### src/rtl/tsi_pkg.sv
// Shared declarations for the time-slot interchanger.
// Assumes: nothing beyond the standard language.
package tsi_pkg;

    // Which memory access follows the control words.
    typedef enum logic {
        MODE_OUT_ASSOC = 1'b0,   // sequential write, controlled read
        MODE_IN_ASSOC  = 1'b1    // controlled write, sequential read
    } tsi_mode_e;

endpackage

### src/rtl/tsi_slot_counter.sv
// Time-slot counter. It gives the current slot number for the cycle.
// The register holds the slot expected next; a high fsync overrides it with 0.
// Assumes: SLOTS >= 2, one slot per clock.
module tsi_slot_counter #(
    parameter int SLOTS = 32,
    parameter int SW    = $clog2(SLOTS)
) (
    input  logic          clk,
    input  logic          rst_n,
    input  logic          fsync,
    output logic [SW-1:0] slot
);
    localparam logic [SW-1:0] LAST = SW'(SLOTS - 1);

    logic [SW-1:0] cnt_q;

    // Current slot: frame sync forces slot 0.
    assign slot = fsync ? '0 : cnt_q;

    // Advance to the following slot, wrapping at the end of a frame.
    always_ff @(posedge clk) begin
        if (!rst_n)
            cnt_q <= '0;
        else if (slot == LAST)
            cnt_q <= '0;
        else
            cnt_q <= slot + SW'(1);
    end

    // a synced cycle is slot 0, so slot 1 follows
    assert_sync_next_R2: assert property (@(posedge clk) disable iff (!rst_n)
        fsync |=> cnt_q == SW'(1));
    // the last slot wraps to 0 without sync
    assert_wrap_R2: assert property (@(posedge clk) disable iff (!rst_n)
        (!fsync && cnt_q == LAST) |=> cnt_q == '0);
    // slot numbers never leave the frame
    assert_range_R2: assert property (@(posedge clk) disable iff (!rst_n)
        cnt_q <= LAST);
endmodule

### src/rtl/tsi_ctrl_mem.sv
// Control (connection) memory: one word per slot, each with a valid flag.
// The host writes and erases words; the switch reads the word for the current slot.
// Assumes: host writes with an index or value beyond the frame are dropped.
module tsi_ctrl_mem #(
    parameter int SLOTS = 32,
    parameter int SW    = $clog2(SLOTS)
) (
    input  logic          clk,
    input  logic          rst_n,
    input  logic          host_wr,
    input  logic          host_erase,
    input  logic [SW-1:0] host_loc,
    input  logic [SW-1:0] host_word,
    input  logic [SW-1:0] rd_slot,
    output logic          rd_vld,
    output logic [SW-1:0] rd_word
);
    localparam logic [SW:0] NSL = (SW + 1)'(SLOTS);

    logic [SLOTS-1:0] vld_q;
    logic [SW-1:0]    word_q [SLOTS];
    logic             loc_ok;
    logic             word_ok;

    // Range checks on the host request.
    assign loc_ok  = {1'b0, host_loc}  < NSL;
    assign word_ok = {1'b0, host_word} < NSL;

    // Read port for the current slot.
    assign rd_vld  = vld_q[rd_slot];
    assign rd_word = word_q[rd_slot];

    // Valid flags: reset clears all, erase wins over write.
    always_ff @(posedge clk) begin
        if (!rst_n)
            vld_q <= '0;
        else if (host_erase && loc_ok)
            vld_q[host_loc] <= 1'b0;
        else if (host_wr && loc_ok && word_ok)
            vld_q[host_loc] <= 1'b1;
    end

    // Word storage: written with each accepted connect request.
    always_ff @(posedge clk) begin
        if (host_wr && !host_erase && loc_ok && word_ok)
            word_q[host_loc] <= host_word;
    end

    // an erase leaves the word invalid
    assert_erase_R7: assert property (@(posedge clk) disable iff (!rst_n)
        (host_erase && loc_ok) |=> !vld_q[$past(host_loc)]);
    // an in-range connect leaves the word valid
    assert_connect_R3: assert property (@(posedge clk) disable iff (!rst_n)
        (host_wr && !host_erase && loc_ok && word_ok) |=> vld_q[$past(host_loc)]);
endmodule

### src/rtl/tsi_speech_mem.sv
// Speech memory: one sample per slot, plus a "fresh" flag per location.
// A write sets the flag; a read with rclr clears it unless the same location is written.
// Reads are combinational and return the contents from before this cycle's write.
// Assumes: addresses are below SLOTS.
module tsi_speech_mem #(
    parameter int SLOTS = 32,
    parameter int WIDTH = 8,
    parameter int SW    = $clog2(SLOTS)
) (
    input  logic             clk,
    input  logic             rst_n,
    input  logic             we,
    input  logic [SW-1:0]    waddr,
    input  logic [WIDTH-1:0] wdata,
    input  logic [SW-1:0]    raddr,
    input  logic             rclr,
    output logic [WIDTH-1:0] rdata,
    output logic             rfresh
);
    logic [WIDTH-1:0] mem_q [SLOTS];
    logic [SLOTS-1:0] fresh_q;

    // Read port, old contents (read before write).
    assign rdata  = mem_q[raddr];
    assign rfresh = fresh_q[raddr];

    // Sample storage.
    always_ff @(posedge clk) begin
        if (we)
            mem_q[waddr] <= wdata;
    end

    // Fresh flags, one per location; a write overrides a clearing read.
    for (genvar i = 0; i < SLOTS; i++) begin : g_fresh
        always_ff @(posedge clk) begin
            if (!rst_n)
                fresh_q[i] <= 1'b0;
            else if (we && waddr == SW'(i))
                fresh_q[i] <= 1'b1;
            else if (rclr && raddr == SW'(i))
                fresh_q[i] <= 1'b0;
        end
    end

    // a read-and-clear without a write to the same place leaves it stale
    assert_consume_R6: assert property (@(posedge clk) disable iff (!rst_n)
        (rclr && !(we && waddr == raddr)) |=> !fresh_q[$past(raddr)]);
    // a written location is fresh on the next cycle
    assert_written_R5: assert property (@(posedge clk) disable iff (!rst_n)
        we |=> fresh_q[$past(waddr)]);
endmodule

### src/rtl/tsi_switch.sv
// Time-slot interchanger for one PCM highway, one slot per clock.
// It steers the speech and control memories by mode. The output byte is
// registered, so dout carries slot j in the cycle after slot j's input.
// Assumes: mode_in_assoc changes only while rst_n is low.
module tsi_switch
    import tsi_pkg::*;
#(
    parameter int               SLOTS     = 32,
    parameter int               WIDTH     = 8,
    parameter logic [WIDTH-1:0] IDLE_BYTE = 8'hD5
) (
    input  logic                     clk,
    input  logic                     rst_n,
    input  logic                     mode_in_assoc,
    input  logic                     fsync,
    input  logic [WIDTH-1:0]         din,
    output logic [WIDTH-1:0]         dout,
    input  logic                     host_wr,
    input  logic                     host_erase,
    input  logic [$clog2(SLOTS)-1:0] host_loc,
    input  logic [$clog2(SLOTS)-1:0] host_word
);
    localparam int SW = $clog2(SLOTS);

    tsi_mode_e        mode;
    logic [SW-1:0]    slot;
    logic             cm_vld;
    logic [SW-1:0]    cm_word;
    logic             sm_we;
    logic [SW-1:0]    sm_waddr;
    logic [SW-1:0]    sm_raddr;
    logic             sm_rclr;
    logic [WIDTH-1:0] sm_rdata;
    logic             sm_fresh;
    logic             out_ok;
    logic [WIDTH-1:0] dout_q;

    // Decode the static mode pin.
    assign mode = mode_in_assoc ? MODE_IN_ASSOC : MODE_OUT_ASSOC;

    tsi_slot_counter #(.SLOTS(SLOTS), .SW(SW)) u_cnt (
        .clk   (clk),
        .rst_n (rst_n),
        .fsync (fsync),
        .slot  (slot)
    );

    tsi_ctrl_mem #(.SLOTS(SLOTS), .SW(SW)) u_cm (
        .clk        (clk),
        .rst_n      (rst_n),
        .host_wr    (host_wr),
        .host_erase (host_erase),
        .host_loc   (host_loc),
        .host_word  (host_word),
        .rd_slot    (slot),
        .rd_vld     (cm_vld),
        .rd_word    (cm_word)
    );

    // Steer the speech memory ports by mode.
    always_comb begin
        if (mode == MODE_IN_ASSOC) begin
            sm_we    = cm_vld;
            sm_waddr = cm_word;
            sm_raddr = slot;
            sm_rclr  = 1'b1;
            out_ok   = sm_fresh;
        end else begin
            sm_we    = 1'b1;
            sm_waddr = slot;
            sm_raddr = cm_word;
            sm_rclr  = 1'b0;
            out_ok   = cm_vld;
        end
    end

    tsi_speech_mem #(.SLOTS(SLOTS), .WIDTH(WIDTH), .SW(SW)) u_sm (
        .clk    (clk),
        .rst_n  (rst_n),
        .we     (sm_we),
        .waddr  (sm_waddr),
        .wdata  (din),
        .raddr  (sm_raddr),
        .rclr   (sm_rclr),
        .rdata  (sm_rdata),
        .rfresh (sm_fresh)
    );

    // Output register: the switched sample, or idle when unconnected.
    always_ff @(posedge clk) begin
        if (!rst_n)
            dout_q <= IDLE_BYTE;
        else if (out_ok)
            dout_q <= sm_rdata;
        else
            dout_q <= IDLE_BYTE;
    end

    assign dout = dout_q;

    // reset forces the idle byte
    assert_reset_idle_R1: assert property (@(posedge clk)
        !rst_n |=> dout == IDLE_BYTE);
    // an unconnected output slot emits idle in the output-associated mode
    assert_unconnected_idle_R6: assert property (@(posedge clk) disable iff (!rst_n)
        (mode == MODE_OUT_ASSOC && !cm_vld) |=> dout == IDLE_BYTE);
    // a connected slot's stored sample appears one cycle later
    assert_latency_R9: assert property (@(posedge clk) disable iff (!rst_n)
        out_ok |=> dout == $past(sm_rdata));
endmodule

### config.mk
export PLATFORM = sky130hd
export DESIGN_NAME = tsi_switch
export DESIGN_NICKNAME = d
export VERILOG_FILES = /design/src/rtl/tsi_pkg.sv /design/src/rtl/tsi_slot_counter.sv /design/src/rtl/tsi_ctrl_mem.sv /design/src/rtl/tsi_speech_mem.sv /design/src/rtl/tsi_switch.sv
export SDC_FILE = /design/constraint.sdc
export NUM_CORES = 1
export LEC_CHECK = 0
export BUFFER_PORTS_ARGS = -buffer_cell sky130_fd_sc_hd__buf_2
export CORE_ASPECT_RATIO = 0.9
export CORE_MARGIN = 2
export CORE_UTILIZATION = 55
export DETAILED_ROUTE_END_ITERATION = 8
export MAX_ROUTING_LAYER = met4
export PLACE_DENSITY = 0.71
export SLEW_MARGIN = 0
export SYNTH_ARGS = -nofsm -noshare
export SYNTH_HDL_FRONTEND = slang
export SYNTH_HIERARCHICAL = 1
export SYNTH_SLANG_ARGS = --single-unit
### constraint.sdc
create_clock -name clk -period 10.2 [get_ports clk]
set_input_delay 2.04 -clock clk [delete_from_list [all_inputs] [get_ports clk]]
set_output_delay 2.04 -clock clk [all_outputs]
set_load 0.01 [all_outputs]
==> results.md, run 1 <==
- For this design the total switching power over the nets is 0.8420 mW.
- Of the total power, the clock network draws 0.426.
- For flop-to-flop paths, the worst setup slack is 4.72 ns.
- The aggregate negative setup slack is 0 ns.
- Headroom to the max-slew limit came out at 0.1884.
- During synthesis, Yosys emitted a total of 6 warnings.
- Data arrives at the worst endpoint at 7.22 ns.
- The worst setup path is launched from an input port.
- Sorting the synthesized cells by area gives the leading types as sky130_fd_sc_hd__edfxtp_1 (63%), sky130_fd_sc_hd__mux4_2 (15%), sky130_fd_sc_hd__dfxtp_1 (7.8%), sky130_fd_sc_hd__o21a_1 (4.5%), sky130_fd_sc_hd__nor2_1 (1.5%).
- The final design utilization is 0.6224.
- After detailed routing, the number of vias per cell comes to 6.282.
- The clock tree buffer depth is 3.
- The analysis attributes to cell leakage a power of 6.886 nW.
- The fmax is 147.6 MHz.
- Of the total power, the share spent switching nets is 0.2005.
- The number of storage elements in the synthesis netlist is 493.
- The nature of the critical path endpoint is a register.
- The floorplan step defined a die boundary enclosing 0.03759 mm².
- For this design the ratio of total power to cell area is 191.1 mW/mm².
- Setup repair after global routing left no endpoint under its margin.
- The pin count of the biggest net entering global routing is 74.
- Detailed placement ended at an HPWL of 24.83 mm.
- In this run, distinct cell masters in the synthesized netlist total 36.
- The critical path is of the in2reg type.
- Summing all placed instances gives a cell area of 0.02035 mm².
- The post-route fraction of the period consumed by the critical path is 0.6643.
- The critical path launch point is fsync.
- The transition time at the pin with the least slew margin is 1.213 ns.
- The max-capacitance violation count is 0.
- The number of cells traversed by the worst register-to-register path is 11.
- The die is 184.1 µm tall.
- The synthesized instance count is 1050.
- The flow ran to the end, and the final reports show no timing, DRC or antenna violations.
- The count of hold-fix buffers inserted at cts is 0.
- The final net count is 1105.
- The count of antenna-violating nets left after detailed routing is 0.
- In this run the worst setup path terminates at dout[3].
- Clock tree synthesis selected as its root buffer the cell sky130_fd_sc_hd__clkbuf_16.
- The final routed wirelength across all metal layers is 42.17 mm.
- Of the total power, registers draw 0.525.
- TritonCTS built the clock tree.
- The number of nets handed over by synthesis was 1076.
- The detailed route wirelength on metal2 is 20.01 mm.
- The average routed wire per standard cell is 26.57 µm.
- The final number of max-transition violations came to 0.
- The cell accounting for the most synthesized area is sky130_fd_sc_hd__edfxtp_1.
- The global-route wire length before repair is 63.15 mm.
- The first detailed-routing pass took 5 iterations.
- The detailed-routing wirelength on met1 is 18.21 mm.
- The clock latency on the worst-skew pair is 0.55 ns.
- The internal power contribution is 3.357 mW.
- Ranked by instance count, the synthesized netlist is headed by sky130_fd_sc_hd__edfxtp_1 (416), sky130_fd_sc_hd__mux4_2 (135), sky130_fd_sc_hd__o21a_1 (118).
- The area of the placeable core is 0.03530 mm².
- The post-CTS repair timing setup buffer count is 0.
- The sink count of the clock tree is 493.
- For this run, the leading register cell type out of synthesis is sky130_fd_sc_hd__edfxtp_1.
- Once routing completed, OpenROAD measured the worst setup slack at 3.424 ns.
- In the synthesized netlist the async set-or-reset flop fraction comes to 0.
- The class of the tightest hold or removal check is reg2reg.
- Measured along the x axis, the die boundary spans 204.1 µm.
- CTS built an H-tree with a depth of 2.
- The biggest fanout along the worst timing path is 43.
- The total congestion overflow after global routing is 0.
- The worst register-to-register path begins at u_cnt/cnt_q[1].
- The total clock buffers created by CTS is 48.
- During placement, the flow inserted port buffers numbering 31.
- The top-level I/O count is 32.
- The final weighted congestion in routability-driven placement is 0.7992.
- The mapped cell area is 0.01983 mm².
- The uppermost layer routed is met4.
- Data on the critical path is required at its endpoint by 10.64 ns.
- The share of total power dissipated in combinational logic is 0.049.
- The dominant cell by count in the synthesized netlist is sky130_fd_sc_hd__edfxtp_1.
- The final worst hold slack is 0.5592 ns.
- The floorplan has 65 rows.
- The number of instances resized during post-cts repair is 0.
- After the first detailed-routing iteration, the DRC count stood at 1035.
- The initial antenna violation count is 1.
- The hold violation total from the final report is 0.
- In the routed design, unresolved DRC markers number 0.
- The final setup violation count is 0.
- The post-layout instance area is 0.02197 mm².
- The worst clock skew is 0.01731 ns.
- The routed layout has 9970 vias.
- In the global route stage, overall resource usage came out at 0.2393.
- The detailed route wirelength on metal3 is 2.940 mm.
- The effective utilization at floorplan is 0.5617.
- The area added between synthesis and finish is 10.80%.
- The layout cell share with drive strength beyond 1 is 0.2545.
- The number of global-route vias before repair is 9990.
- The time the worst path needs with I/O delays and setup is 6.776 ns.
- The worst register-to-register path ends at dout[3].
- The worst slack at placement is 2.812 ns.
- The area share of the largest cell type after synthesis is 0.6301.
- Across the VDD grid, the largest voltage drop is 0.1500 mV.
- Counting flops with a built-in enable in the synthesized netlist gives 416.
- The clock transition time at the flip-flop clock pins of the worst setup and hold paths is 0.06 ns.
- Of the synthesized area, sequential elements account for 0.7078.
- The average cell area after synthesis is 18.88 µm².
[per-layer routing]
layer,GRT usage,vias up
li1,-,4300
met1,0.3363,5205
met2,0.3642,384
met3,0.04473,81
met4,0.06899,0
met5,-,-
[logic make-up (layout without fill, tap and decap cells)]
group           count (synthesis)  after routing  share of synthesized area
buf+inv                        66            132                    0.01691
xor+xnor                        2              2                  0.0008837
simple gates                  168            168                    0.04323
mux                           182            182                     0.1787
other cells                     0              2                          0
flops                         493            493                     0.7078
compound gates                137            137                    0.05118
fa+ha+maj                       2              2                   0.001262
[stage by stage]
step / power (mW) / instances
floorplan: 2.382 / 1050
global placement: 2.447 / 1498
detailed placement: 2.451 / 1498
CTS: 4.229 / 1585
global route: 4.324 / 1586
finish: 4.198 / 1587
[final cells by class]
class / count / area [µm²]
fillers: 2492 / 13330
well taps: 469 / 586.8
clock inverters: 21 / 264.0
clock buffers: 66 / 1350
diodes: 2 / 5.005
repair buffers: 43 / 245.2
inverters: 2 / 7.507
flip-flops and latches: 493 / 14030
multi-input cells: 491 / 5475
[worst min-delay path by stage]
stage / startpoint / to / slack [ns] / cells past startpoint
after floorplan: u_sm/fresh_q[12] / u_sm/fresh_q[12] / 0.52 / 2
after global placement: register / register / 0.53 / 2
after detailed placement: register / register / 0.54 / 2
after CTS: u_sm/fresh_q[31] / u_sm/fresh_q[31] / 0.56 / 2
after global routing: register / register / 0.58 / 2
final: register / register / 0.56 / 2
[state kept, by name, indices dropped and copies added, names as in the netlist, named ones only]
register      flops
u_cm/word_q     160
dout              8
u_sm/fresh_q     32
u_sm/mem_q      256
u_cnt/cnt_q       5
[critical path, stage by stage]
cell	delay [ns]
sky130_fd_sc_hd__buf_2	0.16
sky130_fd_sc_hd__nor2b_4	0.82
sky130_fd_sc_hd__mux4_2	0.62
sky130_fd_sc_hd__mux4_2	0.49
sky130_fd_sc_hd__mux2_2	0.29
sky130_fd_sc_hd__mux2_4	0.53
sky130_fd_sc_hd__buf_4	0.45
sky130_fd_sc_hd__mux4_2	0.52
sky130_fd_sc_hd__mux4_2	0.45
sky130_fd_sc_hd__mux2_2	0.27
sky130_fd_sc_hd__mux2_4	0.30
sky130_fd_sc_hd__and3_1	0.19
[power by group through the flow]
| stage | sequential (mW) | clock [mW] | combinational, mW |
|---|---|---|---|
| after floorplan | 2.24 | 0 | 0.137 |
| after global placement | 2.25 | 0 | 0.201 |
| after detailed placement | 2.25 | 0 | 0.205 |
| after CTS | 2.20 | 1.82 | 0.205 |
| after global routing | 2.20 | 1.90 | 0.220 |
| final | 2.20 | 1.79 | 0.205 |
[placed cells by master, fill, tap and decap left out, drive strengths merged]
cell type and n:
mux4 135, or2 3, xor2 1, nand2b 10, nand4b 3, inv 2
clkinvlp 2, o21ai 10, clkinv 13, or3b 4, buf 43, o32ai 3
nand4bb 2, bufinv 6, nand3b 11, nand2 15, mux2 23, o2111ai 6
and3 7, or3 4, mux2i 24, nor3 1, dfxtp 77, or4b 1
nor2 77, nand3 12, and2 5, edfxtp 416, o21a 118, diode 2
clkbuf 66, nor2b 11, nand4 2, ha 2, xnor2 1
Note: power is estimated with default switching activity, not from simulation.
==> inputs of run 2 (changes only) <==
- PLACE_DENSITY: 0.71 -> 0.74
- clock period: 10.2 -> 5.92 ns (I/O delays scaled with it)
==> results.md, run 2 (same netlist as run 1, synthesis figures left out) <==
- Setup repair after global routing left no endpoint under its margin.
- Before CTS, the worst setup slack after placement is 0.3585 ns.
- The post-layout total power is 7.112 mW.
- Measured along the x axis, the die boundary spans 204.1 µm.
- The first global-routing pass estimated 64.58 mm of wire.
- Once the clock tree was built, the setup fixing pass inserted 0 buffers.
- The final layout contains 1142 nets.
- In the finished design, the share of the clock period the worst path needs comes to 0.8504.
- The final setup violation count is 0.
- From synthesis to final layout, the design area changed by 12.02%.
- The final design utilization is 0.6292.
- The final worst hold slack is 0.5562 ns.
- The clock tree buffer depth is 3.
- STA puts the critical path data arrival time at 5.45 ns.
- The worst setup path is of the in2reg kind.
- After detailed placement, the total cell area comes to 0.02067 mm².
- The average routed wire per standard cell is 26.42 µm.
- After the first detailed-routing iteration, the DRC count stood at 1165.
- The area of the placeable core is 0.03530 mm².
- The number of flip-flops in the largest register is 256.
- The number of global-route vias before repair came to 10270.
- The count of vias placed by the detailed router is 10340.
- The power density relative to cell area is 320.2 mW/mm².
- The wire-length estimate of the detail-placed layout is 26.01 mm.
- The standard-cell row count is 65.
- The maximum vdd drop is 0.2504 mV.
- The worst path in the final design needs a cycle of 5.034 ns, including I/O delays and setup.
- The transition time at the pin with the least slew margin is 0.9693 ns.
- The cell count after placement is 1534.
- The initial antenna violation count came to 2.
- For the final database, setup skew stands at 0.02759 ns.
- The fmax is 198.6 MHz.
- The data required time at the worst endpoint is 6.34 ns.
- The largest stage delay on the critical path is 0.53 ns.
- The worst setup path is launched from an input port.
- The flow ran to the end, and the final reports show no timing, DRC or antenna violations.
- The dominant cell type by count on the critical path is sky130_fd_sc_hd__mux4_2.
- For this block, the routed nets add up to 42.96 mm of wire.
- TritonCTS built the clock tree.
- The class of the tightest hold or removal check is reg2reg.
- During I/O placement, the number of pins put on the boundary was 32.
- The detail route stage leaves a number of antenna-violating nets equal to 0.
- The floorplan die area is 0.03759 mm².
- In the final layout, the share of cells above drive strength 1 is 0.2734.
- The clock transition time at the flip-flop clock pins of the worst setup and hold paths is 0.06 ns.
- The total clock buffers created by CTS is 49.
- The total congestion overflow after global routing is 0.
- In this run, post-CTS hold repair placed 0 buffers.
- The largest registers in the layout are u_sm/mem_q x256, u_cm/word_q x160, u_sm/fresh_q x32.
- Port buffering added 31 buffers.
- After routing the design area is 0.02221 mm².
- The die height is 184.1 µm.
- The global-route usage over all layers is 0.2434.
- The biggest fanout along the worst timing path is 23.
- The detailed-routing iteration count for the pre-antenna-repair pass is 5.
- Walking the worst path, the cells encountered are buf_2 > nor2b_4 > buf_12 > buf_4 > mux4_2 > mux4_2 > mux2_2 > mux2_2 > buf_12 > mux4_2 > mux2i_1 > nand2_1 > and3_1 > nand3b_1.
- The hold violation total from the final report was 0.
- The finished layout holds 1626 standard cells, fillers aside.
- In the final timing run, aggregate negative setup slack is 0 ns.
- The worst-case headroom to the max-slew limit is 0.3514.
- In the layout the commonest cells are sky130_fd_sc_hd__edfxtp_1 (416), sky130_fd_sc_hd__mux4_2 (135), sky130_fd_sc_hd__o21a_1 (118), sky130_fd_sc_hd__dfxtp_1 (77), sky130_fd_sc_hd__nor2_1 (77).
- For the worst-skew pair, the clock arrives at the later sink with an insertion delay of 0.57 ns.
- The worst-path cell with the longest stage delay is sky130_fd_sc_hd__mux2_2.
- The number of H-tree levels is 2.
- For this design the static power due to leakage is 7.049 nW.
- Post-CTS repair changed the size of 0 cells.
- The worst path setup slack after routing is 0.8855 ns.
- The pin count of the biggest net entering global routing is 74.
- The sink count of the clock tree is 493.
- The tree is rooted in a sky130_fd_sc_hd__clkbuf_16.
- The final number of max-transition violations came to 0.
- The effective utilization at floorplan is 0.5617.
- In the routed layout, each cell is associated on average with a via count of 6.360.
- The worst setup path is captured at a register.
- The final weighted congestion in routability-driven placement is 0.8152.
- The register with the most flip-flops is u_sm/mem_q.
- The number of remaining DRC errors is 0.
- The max-capacitance violation count is 0.
- Leaving out fill and tap cells, the most frequent cell in the layout is sky130_fd_sc_hd__edfxtp_1.
run 2: cell count changes in the layout (fill, tap and decap cells not counted):
cell	previous run	this run
sky130_fd_sc_hd__diode_2	2	1
sky130_fd_sc_hd__clkbuf_8	6	7
sky130_fd_sc_hd__buf_12	0	4
sky130_fd_sc_hd__clkinv_8	0	1
sky130_fd_sc_hd__inv_6	0	2
sky130_fd_sc_hd__clkbuf_1	11	20
sky130_fd_sc_hd__buf_4	12	44
sky130_fd_sc_hd__clkinv_1	3	2
sky130_fd_sc_hd__clkinv_2	8	6
sky130_fd_sc_hd__clkinv_4	2	0
sky130_fd_sc_hd__bufinv_16	6	1
sky130_fd_sc_hd__clkbuf_16	49	50
run 2: worst max-delay path: cells and delay by family:
kind                   cells  cell delay [ns]
AND/OR/NAND/NOR            4             0.79
multiplexers               6             2.53
buffers and inverters      4             0.90
run 2: path summary, 6_finish.rpt:
check / cells after the start / to / startpoint / slack, ns
worst max-delay path: 14 / dout[7] / fsync / 0.89
worst max register to register: 13 / dout[7] / u_cnt/cnt_q[1] / 1.32
worst min register to register: 2 / register / register / 0.56
worst min-delay path: 2 / register / register / 0.56
run 2: layer usage:
layer  up-vias  GRT usage  share of wire
li1       4386          -              -
met1      5445     0.3492           0.43
met2       432     0.3689           0.47
met3        79    0.03731          0.071
met4         0    0.06899          0.022
met5         -          -              0
run 2: area by class of cell:
class,count,area [µm²]
Clock inverter,14,116.4
Sequential cell,493,14030
Clock buffer,77,1423
Tap cell,469,586.8
Multi-Input combinational cell,491,5475
Fill cell,2441,13090
Inverter,2,7.507
Timing Repair Buffer,79,565.5
Antenna cell,1,2.502
run 2: power by group:
group,internal [mW],switching [mW]
Clock,1.70,1.25
Combinational,0.146,0.218
Sequential,3.79,0.00795
